File: src/rtl/mcc_pkg.sv
// Package: shared widths, opcode classes, state codes, select encodings
// and the bundle of control lines driven by the step controller.
// Assumes an instruction layout with a 6-bit opcode and 6-bit function.
package mcc_pkg;

    parameter int OP_W  = 6;
    parameter int FN_W  = 6;
    parameter int SEL_W = 2;

    // opcode values that the decoder recognises
    localparam logic [OP_W-1:0] OPC_RTYPE = 6'b000000;
    localparam logic [OP_W-1:0] OPC_LOAD  = 6'b100011;
    localparam logic [OP_W-1:0] OPC_STORE = 6'b101011;
    localparam logic [OP_W-1:0] OPC_BEQ   = 6'b000100;
    localparam logic [OP_W-1:0] OPC_JMP   = 6'b000010;
    localparam logic [OP_W-1:0] OPC_JAL   = 6'b000011;
    localparam logic [2:0]      OPC_IMM_HI = 3'b001;

    // function codes whose overflow traps
    localparam logic [FN_W-1:0] FN_ADD = 6'b100000;
    localparam logic [FN_W-1:0] FN_SUB = 6'b100010;

    // select encodings
    localparam logic [SEL_W-1:0] PCS_ALU    = 2'b00;
    localparam logic [SEL_W-1:0] PCS_ALUOUT = 2'b01;
    localparam logic [SEL_W-1:0] PCS_JTGT   = 2'b10;
    localparam logic [SEL_W-1:0] PCS_VEC    = 2'b11;

    localparam logic [SEL_W-1:0] BSEL_REG   = 2'b00;
    localparam logic [SEL_W-1:0] BSEL_FOUR  = 2'b01;
    localparam logic [SEL_W-1:0] BSEL_IMM   = 2'b10;
    localparam logic [SEL_W-1:0] BSEL_IMMSH = 2'b11;

    localparam logic [SEL_W-1:0] AOP_ADD   = 2'b00;
    localparam logic [SEL_W-1:0] AOP_SUB   = 2'b01;
    localparam logic [SEL_W-1:0] AOP_FUNCT = 2'b10;
    localparam logic [SEL_W-1:0] AOP_IMMOP = 2'b11;

    localparam logic [SEL_W-1:0] DST_RT   = 2'b00;
    localparam logic [SEL_W-1:0] DST_RD   = 2'b01;
    localparam logic [SEL_W-1:0] DST_LINK = 2'b10;

    localparam logic [SEL_W-1:0] WB_ALUOUT = 2'b00;
    localparam logic [SEL_W-1:0] WB_MDR    = 2'b01;
    localparam logic [SEL_W-1:0] WB_PC     = 2'b10;

    typedef enum logic [3:0] {
        ST_FETCH, ST_DECODE, ST_MADDR, ST_MREAD, ST_LDWB, ST_MWRITE,
        ST_REXEC, ST_RWB, ST_IEXEC, ST_IWB, ST_BRANCH, ST_JUMP,
        ST_LINK, ST_EXC_OVF, ST_EXC_UND
    } state_e;

    typedef enum logic [2:0] {
        CL_RTYPE, CL_LOAD, CL_STORE, CL_IMM, CL_BRANCH, CL_JUMP, CL_LINK, CL_UNDEF
    } opclass_e;

    // control bundle; pc_cond is internal (PC write qualified by zero)
    typedef struct packed {
        logic             pc_we;
        logic             pc_cond;
        logic             ir_we;
        logic             mdr_we;
        logic             ab_we;
        logic             aluout_we;
        logic             rf_we;
        logic             mem_rd;
        logic             mem_we;
        logic             addr_sel;
        logic             alu_a_sel;
        logic [SEL_W-1:0] alu_b_sel;
        logic [SEL_W-1:0] alu_op;
        logic [SEL_W-1:0] pc_src;
        logic [SEL_W-1:0] reg_dst;
        logic [SEL_W-1:0] wb_src;
        logic             cause_we;
        logic             cause_val;
        logic             epc_we;
    } ctrl_t;

endpackage

File: src/rtl/mcc_opclass_dec.sv
// Opcode classifier: maps the opcode to an instruction class and flags
// register-format function codes whose signed overflow must trap.
// Assumes opcode/funct are stable from the decode step onward.
module mcc_opclass_dec
    import mcc_pkg::*;
(
    input  logic [OP_W-1:0] opcode,
    input  logic [FN_W-1:0] funct,
    output opclass_e        op_class,
    output logic            trap_on_ovf
);

    // class lookup; anything unmatched is undefined
    always_comb begin
        if (opcode == OPC_RTYPE)                     op_class = CL_RTYPE;
        else if (opcode == OPC_LOAD)                 op_class = CL_LOAD;
        else if (opcode == OPC_STORE)                op_class = CL_STORE;
        else if (opcode == OPC_BEQ)                  op_class = CL_BRANCH;
        else if (opcode == OPC_JMP)                  op_class = CL_JUMP;
        else if (opcode == OPC_JAL)                  op_class = CL_LINK;
        else if (opcode[OP_W-1 -: 3] == OPC_IMM_HI)  op_class = CL_IMM;
        else                                         op_class = CL_UNDEF;
    end

    // signed add and subtract are the only trapping functions
    always_comb begin
        trap_on_ovf = (funct == FN_ADD) || (funct == FN_SUB);
    end

endmodule

File: src/rtl/mcc_next_state.sv
// Next-step logic: the two common steps, then a per-class chain that
// always ends in fetch. Overflow is sampled only in register execute.
module mcc_next_state
    import mcc_pkg::*;
(
    input  state_e   cur,
    input  opclass_e op_class,
    input  logic     trap_on_ovf,
    input  logic     alu_ovf,
    output state_e   nxt
);

    // successor of each step
    always_comb begin
        nxt = ST_FETCH;
        case (cur)
            ST_FETCH:  nxt = ST_DECODE;
            ST_DECODE: begin
                case (op_class)
                    CL_RTYPE:  nxt = ST_REXEC;
                    CL_LOAD:   nxt = ST_MADDR;
                    CL_STORE:  nxt = ST_MADDR;
                    CL_IMM:    nxt = ST_IEXEC;
                    CL_BRANCH: nxt = ST_BRANCH;
                    CL_JUMP:   nxt = ST_JUMP;
                    CL_LINK:   nxt = ST_LINK;
                    default:   nxt = ST_EXC_UND;
                endcase
            end
            ST_MADDR:  nxt = (op_class == CL_LOAD) ? ST_MREAD : ST_MWRITE;
            ST_MREAD:  nxt = ST_LDWB;
            ST_REXEC:  nxt = (alu_ovf && trap_on_ovf) ? ST_EXC_OVF : ST_RWB;
            ST_IEXEC:  nxt = ST_IWB;
            default:   nxt = ST_FETCH;
        endcase
    end

endmodule

File: src/rtl/mcc_out_map.sv
// Moore output map: control bundle for each step. Unused fields stay 0.
// The branch step requests a zero-qualified PC write via pc_cond.
module mcc_out_map
    import mcc_pkg::*;
(
    input  state_e cur,
    output ctrl_t  ctrl
);

    // per-step control values
    always_comb begin
        ctrl = '0;
        case (cur)
            ST_FETCH: begin
                ctrl.pc_we     = 1'b1;
                ctrl.ir_we     = 1'b1;
                ctrl.mem_rd    = 1'b1;
                ctrl.addr_sel  = 1'b0;
                ctrl.alu_a_sel = 1'b0;
                ctrl.alu_b_sel = BSEL_FOUR;
                ctrl.alu_op    = AOP_ADD;
                ctrl.pc_src    = PCS_ALU;
            end
            ST_DECODE: begin
                ctrl.ab_we     = 1'b1;
                ctrl.aluout_we = 1'b1;
                ctrl.alu_b_sel = BSEL_IMMSH;
                ctrl.alu_op    = AOP_ADD;
            end
            ST_MADDR: begin
                ctrl.aluout_we = 1'b1;
                ctrl.alu_a_sel = 1'b1;
                ctrl.alu_b_sel = BSEL_IMM;
                ctrl.alu_op    = AOP_ADD;
            end
            ST_MREAD: begin
                ctrl.mdr_we   = 1'b1;
                ctrl.mem_rd   = 1'b1;
                ctrl.addr_sel = 1'b1;
            end
            ST_LDWB: begin
                ctrl.rf_we   = 1'b1;
                ctrl.reg_dst = DST_RT;
                ctrl.wb_src  = WB_MDR;
            end
            ST_MWRITE: begin
                ctrl.mem_we   = 1'b1;
                ctrl.addr_sel = 1'b1;
            end
            ST_REXEC: begin
                ctrl.aluout_we = 1'b1;
                ctrl.alu_a_sel = 1'b1;
                ctrl.alu_b_sel = BSEL_REG;
                ctrl.alu_op    = AOP_FUNCT;
            end
            ST_RWB: begin
                ctrl.rf_we   = 1'b1;
                ctrl.reg_dst = DST_RD;
                ctrl.wb_src  = WB_ALUOUT;
            end
            ST_IEXEC: begin
                ctrl.aluout_we = 1'b1;
                ctrl.alu_a_sel = 1'b1;
                ctrl.alu_b_sel = BSEL_IMM;
                ctrl.alu_op    = AOP_IMMOP;
            end
            ST_IWB: begin
                ctrl.rf_we   = 1'b1;
                ctrl.reg_dst = DST_RT;
                ctrl.wb_src  = WB_ALUOUT;
            end
            ST_BRANCH: begin
                ctrl.pc_cond   = 1'b1;
                ctrl.alu_a_sel = 1'b1;
                ctrl.alu_b_sel = BSEL_REG;
                ctrl.alu_op    = AOP_SUB;
                ctrl.pc_src    = PCS_ALUOUT;
            end
            ST_JUMP: begin
                ctrl.pc_we  = 1'b1;
                ctrl.pc_src = PCS_JTGT;
            end
            ST_LINK: begin
                ctrl.pc_we   = 1'b1;
                ctrl.pc_src  = PCS_JTGT;
                ctrl.rf_we   = 1'b1;
                ctrl.reg_dst = DST_LINK;
                ctrl.wb_src  = WB_PC;
            end
            ST_EXC_OVF, ST_EXC_UND: begin
                ctrl.pc_we     = 1'b1;
                ctrl.pc_src    = PCS_VEC;
                ctrl.alu_a_sel = 1'b0;
                ctrl.alu_b_sel = BSEL_FOUR;
                ctrl.alu_op    = AOP_SUB;
                ctrl.epc_we    = 1'b1;
                ctrl.cause_we  = 1'b1;
                ctrl.cause_val = (cur == ST_EXC_OVF);
            end
            default: ctrl = '0;
        endcase
    end

endmodule

File: src/rtl/mcc_ctrl_fsm.sv
// Top: multicycle step controller. Holds the step register, combines
// the Moore map with the zero flag for branches, and forces every
// output low while the synchronous active-low reset is applied.
// Assumes the datapath presents opcode/funct from the instruction
// register and the ALU flags of the current cycle.
module mcc_ctrl_fsm
    import mcc_pkg::*;
(
    input  logic             clk,
    input  logic             rst_n,
    input  logic [OP_W-1:0]  opcode,
    input  logic [FN_W-1:0]  funct,
    input  logic             alu_zero,
    input  logic             alu_ovf,
    output logic             pc_we,
    output logic             ir_we,
    output logic             mdr_we,
    output logic             ab_we,
    output logic             aluout_we,
    output logic             rf_we,
    output logic             mem_rd,
    output logic             mem_we,
    output logic             addr_sel,
    output logic             alu_a_sel,
    output logic [SEL_W-1:0] alu_b_sel,
    output logic [SEL_W-1:0] alu_op,
    output logic [SEL_W-1:0] pc_src,
    output logic [SEL_W-1:0] reg_dst,
    output logic [SEL_W-1:0] wb_src,
    output logic             cause_we,
    output logic             cause_val,
    output logic             epc_we
);

    state_e   state_q;
    state_e   state_d;
    opclass_e op_class;
    logic     trap_on_ovf;
    ctrl_t    ctrl_raw;
    ctrl_t    ctrl_out;

    mcc_opclass_dec u_dec (
        .opcode      (opcode),
        .funct       (funct),
        .op_class    (op_class),
        .trap_on_ovf (trap_on_ovf)
    );

    mcc_next_state u_nxt (
        .cur         (state_q),
        .op_class    (op_class),
        .trap_on_ovf (trap_on_ovf),
        .alu_ovf     (alu_ovf),
        .nxt         (state_d)
    );

    mcc_out_map u_map (
        .cur  (state_q),
        .ctrl (ctrl_raw)
    );

    // step register with synchronous reset to fetch
    always_ff @(posedge clk) begin
        if (!rst_n) state_q <= ST_FETCH;
        else        state_q <= state_d;
    end

    // qualify branch PC write by zero flag, silence outputs in reset
    always_comb begin
        ctrl_out = ctrl_raw;
        ctrl_out.pc_we = ctrl_raw.pc_we | (ctrl_raw.pc_cond & alu_zero);
        if (!rst_n) ctrl_out = '0;
    end

    assign pc_we     = ctrl_out.pc_we;
    assign ir_we     = ctrl_out.ir_we;
    assign mdr_we    = ctrl_out.mdr_we;
    assign ab_we     = ctrl_out.ab_we;
    assign aluout_we = ctrl_out.aluout_we;
    assign rf_we     = ctrl_out.rf_we;
    assign mem_rd    = ctrl_out.mem_rd;
    assign mem_we    = ctrl_out.mem_we;
    assign addr_sel  = ctrl_out.addr_sel;
    assign alu_a_sel = ctrl_out.alu_a_sel;
    assign alu_b_sel = ctrl_out.alu_b_sel;
    assign alu_op    = ctrl_out.alu_op;
    assign pc_src    = ctrl_out.pc_src;
    assign reg_dst   = ctrl_out.reg_dst;
    assign wb_src    = ctrl_out.wb_src;
    assign cause_we  = ctrl_out.cause_we;
    assign cause_val = ctrl_out.cause_val;
    assign epc_we    = ctrl_out.epc_we;

    // register write lasts one cycle
    p_single_rfwe_r13: assert property (@(posedge clk) disable iff (!rst_n)
        rf_we |=> !rf_we);

    // memory write lasts one cycle
    p_single_memwe_r13: assert property (@(posedge clk) disable iff (!rst_n)
        mem_we |=> !mem_we);

    // untaken branch leaves PC alone
    p_branch_hold_r8: assert property (@(posedge clk) disable iff (!rst_n)
        (state_q == ST_BRANCH && !alu_zero) |-> !pc_we);

    // link step returns to fetch
    p_link_return_r10: assert property (@(posedge clk) disable iff (!rst_n)
        (state_q == ST_LINK) |=> (state_q == ST_FETCH));

    // unsigned functions never reach the overflow trap
    p_no_overflow_r11: assert property (@(posedge clk) disable iff (!rst_n)
        (state_q == ST_REXEC && !trap_on_ovf) |=> (state_q != ST_EXC_OVF));

    // cause capture comes with EPC save and vectoring
    p_exc_vector_r12: assert property (@(posedge clk) disable iff (!rst_n)
        cause_we |-> (epc_we && pc_we && pc_src == PCS_VEC));

    // load write-back only after memory read step
    p_load_order_r4: assert property (@(posedge clk) disable iff (!rst_n)
        (state_q == ST_LDWB) |-> ($past(state_q) == ST_MREAD));

endmodule

File: config.mk
export PLATFORM = sky130hd
export DESIGN_NAME = mcc_ctrl_fsm
export DESIGN_NICKNAME = d
export VERILOG_FILES = /design/src/rtl/mcc_pkg.sv /design/src/rtl/mcc_opclass_dec.sv /design/src/rtl/mcc_next_state.sv /design/src/rtl/mcc_out_map.sv /design/src/rtl/mcc_ctrl_fsm.sv
export SDC_FILE = /design/constraint.sdc
export NUM_CORES = 1
export LEC_CHECK = 0
export ABC_AREA = 1
export CORE_MARGIN = 2
export CORE_UTILIZATION = 58
export CTS_CLUSTER_DIAMETER = 80
export DETAILED_ROUTE_END_ITERATION = 8
export DONT_BUFFER_PORTS = 1
export GPL_ROUTABILITY_DRIVEN = 0
export GPL_TIMING_DRIVEN = 0
export MAX_ROUTING_LAYER = met4
export PLACE_DENSITY = 0.75
export SYNTH_ARGS = -nofsm -noshare
export SYNTH_HDL_FRONTEND = slang
export SYNTH_HIERARCHICAL = 1
export SYNTH_SLANG_ARGS = --single-unit
export TNS_END_PERCENT = 20
File: constraint.sdc
create_clock -name clk -period 2.5 [get_ports clk]
set_clock_uncertainty 0.05 [all_clocks]
set_input_delay 0.75 -clock clk [delete_from_list [all_inputs] [get_ports clk]]
set_output_delay 0.75 -clock clk [all_outputs]
set_load 0.1 [all_outputs]
Yosys cells after proc, flatten, opt, wreduce, memory -nomap -nowiden
Cells that the tools add are included.

operators by class
  add/subtract/negate cells = 0
  $mul = 0
  divide/modulo/power cells = 0
  $lt $le $gt $ge = 0
  equality and inequality tests = 28
  shift-type cells = 0
  mux-type cells = 27
  bitwise logic cells = 2
  reduce and logical (&&, ||, !) cells = 14

operator list
  cell                  number
  $pmux W4 S6           2
  $eq A4 B4 Y1 const B  7
  $pmux W4 S7           1
  $mux W3               9
  $eq A6 B6 Y1 const B  4
  $mux W24              1
  $eq A4 B3 Y1 const B  4
  $eq A6 B2 Y1 const B  2
  $pmux W4 S3           1
  $reduce_or A4 Y1      3
  $mux W1               11
  $reduce_or A2 Y1      5
  $eq A3 B3 Y1 const B  3
  $eq A4 B2 Y1 const B  2
  $eq A3 B1 Y1 const B  2
  $eq A3 B2 Y1 const B  2
  $eq A6 B3 Y1 const B  1
  $logic_not A6 Y1      1
  $pmux W2 S3           1
  $reduce_or A5 Y1      1
  $eq A4 B1 Y1 const B  1
  $logic_not A4 Y1      1
  $mux W4               1
  $logic_not A3 Y1      1
  4 further kinds       4

storage, ports and cells
  bits in registers = 4
  bits in latches = 0
  memory bits (writable) = 0
  ROM bits = 0
  bits of input ports = 16
  memories kept = 0

Depth between registers and ports, before layout
  depth after elaboration = 12
  gate-level depth with buffers = 12

By module
Netlist, hierarchy kept.

modules (own cells, without submodules)
  module           instances  cells an instance  area an instance (um^2)  sequential area each (um^2)
  mcc_ctrl_fsm     1          63                 325.3                    80.1
  mcc_out_map      1          57                 231.5                    0.0
  mcc_next_state   1          48                 207.7                    0.0
  mcc_opclass_dec  1          30                 131.4                    0.0

Worst setup path after synthesis
Ideal clock, no wire load.

  kind = input -> output
  start = input rst_n
  end = output pc_we
  arrival time = 2.354 ns
  path slack = -0.654 ns
  stages = 3
  path buffers = 1
  cell sequence = buf_6 -> inv_1 -> a21oi_1

on the way
  cells in the longest elaborated chain, start to end = 1

RTL lines
  what         line                text
  from (decl)  mcc_ctrl_fsm.sv:10  input logic rst_n,
  $mux W24     mcc_ctrl_fsm.sv:72  if (!rst_n) ctrl_out = '0;
  to (decl)    mcc_ctrl_fsm.sv:15  output logic pc_we,

No other way between the ends.

Final worst setup path
  start = input rst_n
  end = output mem_we

on the way
  cells in the longest elaborated chain, start to end = 1

RTL lines
  what       line                text
  $mux W24   mcc_ctrl_fsm.sv:72
  to (decl)  mcc_ctrl_fsm.sv:22  output logic mem_we,

No other way between the ends.

==> reports/results.ini <==
[pwr]
switching_share=0.721
p_int_uw=396
power.leakage_nw=0.624
combPwrFrac=0.823
ir_worst_vdd_mv=0.743
p_per_area_mw_per_mm2=1300
clkPwrFrac=0.056
p_switching_mw=1.02
sequentialPowerShare=0.121

[synth]
ys_seq_area_frac=0.0894
ys_warn_count=6
netlist.area_leader.share=0.327
syn_nets=214
post_synth_num_cell_types=16
synth_cells=198
syn_area_per_cell_sq_um=4.52
yosysTopAreaCell=nand2_1
synth-seq-cells=4
netlist_top_cells_area=nand2_1 (33%), inv_1 (23%), nand3_1 (11%)
synth_area_sq_um=896

[sta]
min_period_ns=2.45
setup_slack_ns=0.0519
finalCritPeriodShare=0.979
finalHoldViolCount=0
finalSetupViolations=0
fmax_mhz=408
whs_ns=0.656
slew_headroom=0.453
tightestPinTransition_ns=0.820
drv_slew=0

[finish]
mostFrequentLayoutCells=nand2_1 (76), inv_1 (33), nor2_1 (21)
seq_area_sq_um=95.1
largest_reg_flops=4
fin_cells=220
multi_input_area_sq_um=606
antenna_cells=0
fin_area_sq_mm=0.00110
nets=222
final_common_cell=nand2_1
syn2layout_area_growth_pct=22.3
largest-register=state_q
drive_gt1_frac=0.250
nFillCells=140
reg_top3=state_q x4

[floorplan]
rows=14
die_width_um=43.3
die-area_sq_mm=0.00187
fp.dieH_um=43.3
fp.coreArea_sq_mm=0.00147
pin_count=39
start_util=0.609

[placement]
place_hpwl_um=1530
place_inst=214
pre_cts_ws_ns=-0.0259
io_buffers=0
placed_area_sq_um=927

[route]
routed-via-count=1065
firstDrtPassIters=4
wl_met2_um=973
drt-met1-wl_um=842
wire_per_inst_um=8.83
via_per_inst=4.84
routed.top_layer=met4
drc=0
first_iter_violations=14
wl_met3_um=111
wirelength_um=1940
ant_nets=0

[clocking]
cts_tree=built
clk-insertion-delay-late_ns=0.24
htree_levels=1
cts_buffers=3
cts_buffer_depth=2
clockRootBuffer=clkbuf_4
cts_sinks=4
holdBufCountCts=0
clkSlewWorstSetupHoldPaths_ns=0.03

[run_status]
run_status=finished clean

[critical_path]
worst_ep_required_time_ns=1.70
slowest_delay_ns=0.60
critPathLaunchType=primary input
cp.arrival_ns=1.65
path_max_fanout=10
path_class=in -> out
critPathSlowestCell=inv_1
crit_chain=buf_6 -> buf_6 -> nand2_1 -> inv_1
r2r_slack_ns=1.44
worst_path_most_repeated_cell=buf_6
end_kind=output pin

[job]
cap_violations=0

[global_routing]
grt_pass1_vias=785
grt_max_degree=11
gr-total-overflow=0
grt_pass1_wl_um=2960
antenna_found_initial=0
grtUsageTotal=0.203

[worst_hold_path]
hold_path_class=reg -> reg

## cell usage after synthesis, drive strengths merged
cell type / n
a21oi: 1
buf: 5
dfxtp: 4
inv: 56
nand2: 80
nand3: 19
nand3b: 1
nand4: 2
nor2: 28
nor4: 1
o21ai: 1
## power by group through the flow
stage	logic, mW	registers (mW)	clock network (mW)
final	1.17	0.172	0.0801
after global routing	1.24	0.178	0.0914
after CTS	1.10	0.140	0.0845
after detailed placement	1.04	0.139	0
after global placement	1.03	0.139	0
after floorplan	0.973	0.127	0
## through the flow
| step | power (mW) | TNS (ns) | utilization |
|---|---|---|---|
| after floorplan | 1.10 | 0 | - |
| after CTS | 1.32 | -0.268 | 0.696 |
| final | 1.42 | 0 | 0.745 |
| after global routing | 1.51 | -0.0257 | 0.745 |
| after detailed placement | 1.18 | -0.0259 | 0.630 |
| after global placement | 1.17 | -0.0385 | 0.630 |
## path summary, 6_finish.rpt
path,startpoint,end,depth (start not counted)
min,state_q[3],state_q[3],4
max,rst_n,mem_we,4
min reg2reg,state_q[3],state_q[3],4
max reg2reg,state_q[2],state_q[1],6
## worst max-delay path, delay by kind of cell
family / cells / cell delay (ns)
simple gates: 1 / 0.06
buf+inv: 3 / 0.84
## logic make-up (layout without fill, tap and decap cells)
family / Yosys count / count (layout) / synth area share
and+or+nand+nor: 131 / 131 / 0.610
buffers and inverters: 61 / 67 / 0.289
DFF: 4 / 4 / 0.0894
AOI/OAI and AO/OA: 2 / 2 / 0.0112
## cell type report
cell class | count | area share
plain buffers | 5 | 0.0445
clock buffers | 3 | 0.0205
inverters | 56 | 0.257
multi-input cells | 133 | 0.553
flip-flops and latches | 4 | 0.0868
well taps | 16 | 0.0183
repair buffers | 3 | 0.0205
## repair_timing
action                                  CTS  global route
endpoints found under the setup margin   21            20
resized for setup                        20            20
endpoints found under the hold margin     0             0
buffers inserted                          0             3
pin swaps                                 0             3
## metal layers
layer  GRT usage  up-vias
met3      0.0511        2
met4      0.0364        0
met2       0.349       36
li1            -      581
met5           -        -
met1       0.240      446
Note: power is estimated with default switching activity, not from simulation.
